`config.mk`:
```
export PLATFORM = sky130hd
export DESIGN_NAME = subaction_seq
export DESIGN_NICKNAME = d
export VERILOG_FILES = /design/src/rtl/sa_pkg.sv /design/src/rtl/sa_crc16.sv /design/src/rtl/sa_gap_timer.sv /design/src/rtl/sa_ack_capture.sv /design/src/rtl/subaction_seq.sv
export SDC_FILE = /design/constraint.sdc
export NUM_CORES = 1
export LEC_CHECK = 0
export ABC_AREA = 1
export CAP_MARGIN = 20
export CORE_MARGIN = 5
export CORE_UTILIZATION = 50
export CTS_CLUSTER_DIAMETER = 60
export DETAILED_ROUTE_END_ITERATION = 6
export GPL_TIMING_DRIVEN = 0
export PLACE_DENSITY = 0.75
export RECOVER_POWER = 100
export SLEW_MARGIN = 10
export SYNTH_ARGS = -nofsm -noshare
export SYNTH_HDL_FRONTEND = slang
export SYNTH_SLANG_ARGS = --single-unit
```
`constraint.sdc`:
```
create_clock -name clk -period 4.5 [get_ports clk]
set_clock_uncertainty 0.1 [all_clocks]
set_input_delay 0.9 -clock clk [delete_from_list [all_inputs] [get_ports clk]]
set_output_delay 0.9 -clock clk [all_outputs]
set_load 0.05 [all_outputs]
```
`src/rtl/sa_pkg.sv`:
```
package sa_pkg;

    localparam int BYTE_W    = 8;
    localparam int HDR_BYTES = 4;
    localparam int ACK_BYTES = 3;
    localparam int IDX_W     = BYTE_W + 1;
    localparam int CODE_W    = 4;
    localparam logic [15:0] CRC_SEED = 16'hFFFF;
    localparam logic [15:0] CRC_POLY = 16'h1021;

    typedef enum logic [2:0] {
        ST_IDLE,
        ST_ARB,
        ST_TX,
        ST_ACK_GAP,
        ST_ACK_WAIT,
        ST_ACK_RX,
        ST_SUB_GAP
    } sa_state_e;

    typedef struct packed {
        sa_state_e           st;
        logic [BYTE_W-1:0]   src;
        logic [BYTE_W-1:0]   dst;
        logic [BYTE_W-1:0]   ptype;
        logic [BYTE_W-1:0]   len;
        logic [IDX_W-1:0]    idx;
        logic                done;
        logic [CODE_W-1:0]   code;
        logic                e_noack;
        logic                e_idmis;
    } sa_ctl_t;

    // One byte of the CRC update, byte taken msb first.
    function automatic logic [15:0] crc16_step(input logic [15:0] c, input logic [BYTE_W-1:0] b);
        logic [15:0] r;
        r = c ^ {b, 8'h00};
        for (int i = 0; i < BYTE_W; i++) begin
            r = r[15] ? ((r << 1) ^ CRC_POLY) : (r << 1);
        end
        return r;
    endfunction

endpackage

```
`src/rtl/sa_crc16.sv`:
```
module sa_crc16
    import sa_pkg::*;
(
    input  logic              clk,
    input  logic              rst_n,
    input  logic              clr_i,
    input  logic              en_i,
    input  logic [BYTE_W-1:0] byte_i,
    output logic [15:0]       crc_o
);
    logic [15:0] crc_d, crc_q;

    always_comb begin
        crc_d = crc_q;
        if (clr_i) begin
            crc_d = CRC_SEED;
        end else if (en_i) begin
            crc_d = crc16_step(crc_q, byte_i);
        end
    end

    always_ff @(posedge clk or negedge rst_n) begin
        if (!rst_n) crc_q <= CRC_SEED;
        else        crc_q <= crc_d;
    end

    assign crc_o = crc_q;


    crc_hold_chk: assert property (@(posedge clk) disable iff (!rst_n)
        (!clr_i && !en_i) |=> $stable(crc_o));

endmodule

```
`src/rtl/sa_gap_timer.sv`:
```
module sa_gap_timer #(
    parameter int W = 8
) (
    input  logic         clk,
    input  logic         rst_n,
    input  logic         load_i,
    input  logic [W-1:0] val_i,
    input  logic         dec_i,
    output logic         zero_o
);
    logic [W-1:0] cnt_d, cnt_q;

    always_comb begin
        cnt_d = cnt_q;
        if (load_i) begin
            cnt_d = (val_i == '0) ? '0 : val_i - W'(1);
        end else if (dec_i && cnt_q != '0) begin
            cnt_d = cnt_q - W'(1);
        end
    end

    always_ff @(posedge clk or negedge rst_n) begin
        if (!rst_n) cnt_q <= '0;
        else        cnt_q <= cnt_d;
    end

    assign zero_o = (cnt_q == '0);


    timer_idle_chk: assert property (@(posedge clk) disable iff (!rst_n)
        (!load_i && zero_o) |=> zero_o);

endmodule

```
`src/rtl/sa_ack_capture.sv`:
```
module sa_ack_capture
    import sa_pkg::*;
(
    input  logic              clk,
    input  logic              rst_n,
    input  logic              clr_i,
    input  logic              take_i,
    input  logic [BYTE_W-1:0] byte_i,
    input  logic [BYTE_W-1:0] exp_src_i,
    input  logic [BYTE_W-1:0] exp_dst_i,
    output logic [1:0]        cnt_o,
    output logic              ids_ok_o,
    output logic [CODE_W-1:0] code_o
);
    typedef struct packed {
        logic [1:0]        cnt;
        logic [BYTE_W-1:0] b0;
        logic [BYTE_W-1:0] b1;
        logic [CODE_W-1:0] code;
    } cap_t;

    cap_t cap_d, cap_q;

    always_comb begin
        cap_d = cap_q;
        if (clr_i) begin
            cap_d = '0;
        end else if (take_i && cap_q.cnt != 2'(ACK_BYTES)) begin
            case (cap_q.cnt)
                2'd0:    cap_d.b0   = byte_i;
                2'd1:    cap_d.b1   = byte_i;
                default: cap_d.code = byte_i[CODE_W-1:0];
            endcase
            cap_d.cnt = cap_q.cnt + 2'd1;
        end
    end

    always_ff @(posedge clk or negedge rst_n) begin
        if (!rst_n) cap_q <= '0;
        else        cap_q <= cap_d;
    end

    assign cnt_o    = cap_q.cnt;
    assign ids_ok_o = (cap_q.b0 == exp_src_i) && (cap_q.b1 == exp_dst_i);
    assign code_o   = cap_q.code;


    cap_sat_chk: assert property (@(posedge clk) disable iff (!rst_n)
        (cnt_o == 2'(ACK_BYTES) && !clr_i) |=> (cnt_o == 2'(ACK_BYTES)) && $stable(code_o));

endmodule

```
`src/rtl/subaction_seq.sv`:
```
module subaction_seq
    import sa_pkg::*;
#(
    parameter int GAP_W = 8
) (
    input  logic              clk,
    input  logic              rst_n,
    input  logic              start_i,
    input  logic [7:0]        src_id_i,
    input  logic [7:0]        dst_id_i,
    input  logic [7:0]        ptype_i,
    input  logic [7:0]        len_i,
    input  logic [GAP_W-1:0]  ack_gap_i,
    input  logic [GAP_W-1:0]  sub_gap_i,
    input  logic [GAP_W-1:0]  ack_tmo_i,
    output logic              arb_req_o,
    input  logic              arb_won_i,
    output logic              tx_valid_o,
    output logic [7:0]        tx_data_o,
    input  logic              tx_ready_i,
    output logic [7:0]        pay_idx_o,
    input  logic [7:0]        pay_data_i,
    input  logic              rx_valid_i,
    input  logic [7:0]        rx_data_i,
    output logic              busy_o,
    output logic              done_o,
    output logic [3:0]        done_code_o,
    output logic              err_noack_o,
    output logic              err_idmis_o
);
    localparam logic [IDX_W-1:0] HDR_N = IDX_W'(HDR_BYTES);

    sa_ctl_t ctl_d, ctl_q;

    logic             tmr_load, tmr_dec, tmr_zero;
    logic [GAP_W-1:0] tmr_val;
    logic             crc_clr, crc_en;
    logic [15:0]      crc_val;
    logic             cap_clr, cap_take;
    logic [1:0]       cap_cnt;
    logic             cap_ids_ok;
    logic [3:0]       cap_code;
    logic [7:0]       cur_byte;
    logic [IDX_W-1:0] pay_end, last_idx;

    assign pay_end  = HDR_N + {1'b0, ctl_q.len};
    assign last_idx = pay_end + IDX_W'(1);

    // Byte select for the packet being sent.
    always_comb begin
        if (ctl_q.idx == IDX_W'(0))        cur_byte = ctl_q.dst;
        else if (ctl_q.idx == IDX_W'(1))   cur_byte = ctl_q.src;
        else if (ctl_q.idx == IDX_W'(2))   cur_byte = ctl_q.ptype;
        else if (ctl_q.idx == IDX_W'(3))   cur_byte = ctl_q.len;
        else if (ctl_q.idx < pay_end)      cur_byte = pay_data_i;
        else if (ctl_q.idx == pay_end)     cur_byte = crc_val[15:8];
        else                               cur_byte = crc_val[7:0];
    end

    always_comb begin
        ctl_d         = ctl_q;
        ctl_d.done    = 1'b0;
        ctl_d.code    = '0;
        ctl_d.e_noack = 1'b0;
        ctl_d.e_idmis = 1'b0;
        tmr_load = 1'b0;
        tmr_val  = '0;
        tmr_dec  = 1'b0;
        crc_clr  = 1'b0;
        crc_en   = 1'b0;
        cap_clr  = 1'b0;
        cap_take = 1'b0;

        case (ctl_q.st)
            ST_IDLE: begin
                if (start_i) begin
                    ctl_d.st    = ST_ARB;
                    ctl_d.src   = src_id_i;
                    ctl_d.dst   = dst_id_i;
                    ctl_d.ptype = ptype_i;
                    ctl_d.len   = len_i;
                    ctl_d.idx   = '0;
                    crc_clr     = 1'b1;
                    cap_clr     = 1'b1;
                end
            end
            ST_ARB: begin
                if (arb_won_i) begin
                    ctl_d.st  = ST_TX;
                    ctl_d.idx = '0;
                end
            end
            ST_TX: begin
                if (tx_ready_i) begin
                    if (ctl_q.idx < pay_end) begin
                        crc_en = 1'b1;
                    end
                    if (ctl_q.idx == last_idx) begin
                        ctl_d.st = ST_ACK_GAP;
                        tmr_load = 1'b1;
                        tmr_val  = ack_gap_i;
                    end else begin
                        ctl_d.idx = ctl_q.idx + IDX_W'(1);
                    end
                end
            end
            ST_ACK_GAP: begin
                if (tmr_zero) begin
                    ctl_d.st = ST_ACK_WAIT;
                    tmr_load = 1'b1;
                    tmr_val  = ack_tmo_i;
                end else begin
                    tmr_dec = 1'b1;
                end
            end
            ST_ACK_WAIT: begin
                if (rx_valid_i) begin
                    cap_take = 1'b1;
                    ctl_d.st = ST_ACK_RX;
                end else if (tmr_zero) begin
                    ctl_d.st = ST_SUB_GAP;
                    tmr_load = 1'b1;
                    tmr_val  = sub_gap_i;
                end else begin
                    tmr_dec = 1'b1;
                end
            end
            ST_ACK_RX: begin
                if (rx_valid_i) begin
                    cap_take = 1'b1;
                    if (cap_cnt == 2'(ACK_BYTES - 1)) begin
                        ctl_d.st = ST_SUB_GAP;
                        tmr_load = 1'b1;
                        tmr_val  = sub_gap_i;
                    end
                end
            end
            ST_SUB_GAP: begin
                if (tmr_zero) begin
                    ctl_d.st      = ST_IDLE;
                    ctl_d.done    = 1'b1;
                    ctl_d.e_noack = (cap_cnt != 2'(ACK_BYTES));
                    ctl_d.e_idmis = (cap_cnt == 2'(ACK_BYTES)) && !cap_ids_ok;
                    ctl_d.code    = (cap_cnt == 2'(ACK_BYTES)) ? cap_code : '0;
                end else begin
                    tmr_dec = 1'b1;
                end
            end
            default: ctl_d.st = ST_IDLE;
        endcase
    end

    always_ff @(posedge clk or negedge rst_n) begin
        if (!rst_n) begin
            ctl_q    <= '0;
            ctl_q.st <= ST_IDLE;
        end else begin
            ctl_q <= ctl_d;
        end
    end

    sa_gap_timer #(.W(GAP_W)) u_timer (
        .clk    (clk),
        .rst_n  (rst_n),
        .load_i (tmr_load),
        .val_i  (tmr_val),
        .dec_i  (tmr_dec),
        .zero_o (tmr_zero)
    );

    sa_crc16 u_crc (
        .clk    (clk),
        .rst_n  (rst_n),
        .clr_i  (crc_clr),
        .en_i   (crc_en),
        .byte_i (cur_byte),
        .crc_o  (crc_val)
    );

    sa_ack_capture u_cap (
        .clk       (clk),
        .rst_n     (rst_n),
        .clr_i     (cap_clr),
        .take_i    (cap_take),
        .byte_i    (rx_data_i),
        .exp_src_i (ctl_q.src),
        .exp_dst_i (ctl_q.dst),
        .cnt_o     (cap_cnt),
        .ids_ok_o  (cap_ids_ok),
        .code_o    (cap_code)
    );

    assign arb_req_o   = (ctl_q.st == ST_ARB);
    assign tx_valid_o  = (ctl_q.st == ST_TX);
    assign tx_data_o   = cur_byte;
    assign pay_idx_o   = ctl_q.idx[7:0] - 8'(HDR_BYTES);
    assign busy_o      = (ctl_q.st != ST_IDLE);
    assign done_o      = ctl_q.done;
    assign done_code_o = ctl_q.code;
    assign err_noack_o = ctl_q.e_noack;
    assign err_idmis_o = ctl_q.e_idmis;


    arb_hold_chk: assert property (@(posedge clk) disable iff (!rst_n)
        (arb_req_o && !arb_won_i) |=> (arb_req_o && !tx_valid_o));


    tx_hold_chk: assert property (@(posedge clk) disable iff (!rst_n)
        (tx_valid_o && !tx_ready_i) |=> (tx_valid_o && $stable(tx_data_o)));


    done_pulse_chk: assert property (@(posedge clk) disable iff (!rst_n)
        done_o |=> !done_o);


    noack_code_chk: assert property (@(posedge clk) disable iff (!rst_n)
        err_noack_o |-> (done_o && done_code_o == 4'd0 && !err_idmis_o));


    gap_order_chk: assert property (@(posedge clk) disable iff (!rst_n)
        (start_i && !busy_o) |-> (sub_gap_i > ack_gap_i));


    busy_start_chk: assert property (@(posedge clk) disable iff (!rst_n)
        (busy_o && start_i && !done_o) |=> (busy_o || done_o));

endmodule

```
==> impl_metrics.tcl <==
set metrics [dict create \
    vias 6656 \
    synth_common_cells "nand2_1 (311), inv_1 (118), dfrtp_1 (81), nand3_1 (74), o21ai_0 (72)" \
    cp_max_fo 10 \
    core-area_sq_um 13200 \
    fillers 1227 \
    timing.final.crit_share_pct 96.5 \
    clock_sinks 97 \
    gp_congestion 0.916 \
    htree_levels 3 \
    synthFlopType "dfrtp_1" \
    wl_per_cell_um 14.7 \
    clk_path_buf_depth 2 \
    status "finished with violations" \
    drc 0 \
    syn_area_per_cell_sq_um 6.94 \
    drv_slew 46 \
    fp.dieW_um 126 \
    period_minus_slack_ns 4.34 \
    fmax_mhz 230 \
    synth_edf_count 0 \
    tightest_slew_ns 2.60 \
    nNetsFinal 1185 \
    avgViaCountPerCell 5.27 \
    rows 42 \
    syn_nets 1069 \
    hold_depth 2 \
    grt_overflow_total 0 \
    cp_top_family "simple AND/OR/NAND/NOR gates" \
    hp-class "flip-flop to flip-flop" \
    ys_ff_latch 97 \
    cts_tree "built" \
    grt_usage_pct 24.0 \
    wl_mm 18.6 \
    yosys_warnings 0 \
    numPortBuffers 103 \
    hold_violations 0 \
    crit_top_cell "nand2_1" \
    setup_viol 0 \
    internal_power_uw 2660 \
    place.detailed.hpwl_mm 14.3 \
    multiInputGateArea_sq_um 3620 \
    syn2layout_area_growth_pct 23.4 \
    combPwrFrac_pct 55.9 \
    worst-path-buf-inv 5 \
    clockRootBuffer "clkbuf_16" \
    synthesis.area_sq_um 6690 \
    async_flop_share_pct 100 \
    post-synth-top-count-cell "nand2_1" \
    clock_latency_ns 0.35 \
    cp.required_ns 3.50 \
    critical_path_class "flip-flop to output port" \
    crit_path_top_delay_cell "dfrtp_1" \
    p_per_area_nw_per_um2 645 \
    drt_first_iter_violations 520 \
    slowest_delay_ns 0.39 \
    violations "capacitance limit, slew limit" \
    antenna_found_initial 0 \
    crit_chain "buf_4 > inv_2 > ha_1 > ha_1 > nand2_1 > nor2_2 > nand3b_1 > clkbuf_4 > nand2_1 > o21ai_0 > nand2_1 > o21ai_0 > o21ai_1 > nand2_1 > nand2_1 > nand2_1 > inv_1 > clkbuf_4" \
    grt_max_degree 53 \
    p_leak_uw 0.00417 \
    io_pins 104 \
    firstDrtPassIters 7 \
    power.switching_uw 2660 \
    maxCapViolations 1 \
    post-route-util_pct 62.6 \
    clock_power_share_pct 15.2 \
    worst-r2r-cell-count 23 \
    switching_share_pct 50.0 \
    syn_inst 965 \
    seq_area_sq_um 2450 \
    dieArea_sq_um 15800 \
    drive_gt1_share_pct 9.58 \
    slew_headroom_pct -73.2 \
    fp.dieH_um 126 \
    clk_pin_slew_worst_paths_ns 0.07 \
    power_uw 5320 \
    grt_pass1_vias 6438 \
    cts_buffers 9 \
    synth_top_area_share_pct 30.3 \
    cp.depth 18 \
    crit_arrival_ns 3.34 \
    antenna_left 0 \
    synth_cell_types 51 \
    yosysTopAreaCell "dfrtp_1" \
    start_util_pct 50.7 \
    p_seq_share_pct 28.9 \
    seq_area_frac_synth_pct 36.6 \
    synthTopCellsByArea "dfrtp_1 (30%), nand2_1 (17%), inv_1 (6.6%), dfstp_2 (6.3%), nand3_1 (5.5%)" \
    diodes 0 \
    grt_pass1_wl_mm 31.1 \
    critPathCaptureType "output port" \
    vdd_drop_max_uv 641 \
    start_kind "flip-flop" \
]
## metal layers
metal / part of all wire, % / wire length, um / up-vias / GRT usage [%]
met4: 2.7 / 498 / 0 / 8.10
met5: 0 / 0 / - / 0
met3: 6.7 / 1240 / 36 / 4.02
met1: 44 / 8220 / 3022 / 32.4
met2: 46 / 8600 / 252 / 39.4
li1: - / - / 3346 / -
## logic make-up (layout without fill, tap and decap cells)
logic type,Yosys count,count (layout),share of synthesized area [%]
AO/OA/AOI/OAI,159,159,13.8
XOR/XNOR,14,14,1.83
adder cells (fa/ha/maj),26,26,4.86
buffers and inverters,155,276,9.27
flip-flops,97,97,36.6
AND/OR/NAND/NOR,514,514,33.6
## tightest hold or removal path: cells and delay by family (launching register included)
| kind | cells | cell delay (ns) |
|---|---|---|
| DFF | 1 | 0.34 |
| and+or+nand+nor | 2 | 0.11 |
## power by group through the flow
stage	Combinational (uW)	Clock [uW]	Sequential [uW]
finish	2980	808	1540
global route	3370	860	1570
CTS	2960	823	1530
detailed placement	2980	0	1540
global placement	2930	0	1530
floorplan	2210	0	1440
## per-stage QoR
stage	instance area [sq um]	hold WS [ns]	setup slack, ns	TNS [ns]	instances
6_report	8260	0.380	0.157	0	1262
5_1_grt	8260	0.405	-0.0231	-0.0595	1262
4_1_cts	8270	0.380	0.0376	0	1262
3_5_place_dp	7970	0.365	-0.457	-1.54	1245
3_3_place_gp	7950	0.359	-1.25	-103.33	1244
2_1_floorplan	6690	0.342	0.854	0	965
## path summary, 6_finish.rpt
check,from,to,slack [ns]
max in group asynchronous,rst_n,u_timer.cnt_q[1]$_DFFE_PN0P_,1.56
min in group asynchronous,rst_n,u_cap.cap_q[10]$_DFFE_PN0P_,1.25
setup / recovery,ctl_q[18]$_DFFE_PN0P_,tx_data_o[7],0.16
hold reg to reg,ctl_q[27]$_DFFE_PN0P_,ctl_q[27]$_DFFE_PN0P_,0.38
setup reg to reg,ctl_q[18]$_DFFE_PN0P_,u_crc.crc_o[8]$_DFFE_PN1P_,0.96
hold / removal,ctl_q[27]$_DFFE_PN0P_,ctl_q[27]$_DFFE_PN0P_,0.38
## layout make-up
class | count | share of cell area, %
multi-input cells | 713 | 43.8
flip-flops and latches | 97 | 29.6
repair buffers | 105 | 12.6
inverters | 130 | 5.91
clock buffers | 10 | 2.89
well taps | 176 | 2.67
plain buffers | 25 | 1.67
clock inverters | 6 | 0.848
## registers in the layout, indices dropped and copies added, names as in the netlist
signal	cells
ctl_q	44
u_cap.cnt_o	2
done_code_o	4
err_noack_o	1
u_crc.crc_o	16
u_timer.cnt_q	8
done_o	1
u_cap.code_o	4
err_idmis_o	1
u_cap.cap_q	16
## placed cells by master (no fill, tap or decap), types with 10 or more instances in the layout
| master | n |
|---|---|
| dlygate4sd3_1 | 18 |
| nand3_1 | 74 |
| ha_1 | 25 |
| inv_1 | 118 |
| nor2_1 | 70 |
| clkbuf_1 | 11 |
| nand2_2 | 10 |
| dfrtp_1 | 80 |
| o21ai_0 | 68 |
| a21oi_1 | 40 |
| dfstp_2 | 16 |
| nand2_1 | 312 |
| clkdlybuf4s50_1 | 76 |
## timing repair
action,4_1_cts,5_1_grt
setup buffers,1,0
resized for setup,26,23
hold buffers,0,0
endpoints found under the setup margin,8,8
gates cloned,0,0
pin swaps,1,0
(Power assumes the default switching activity.)
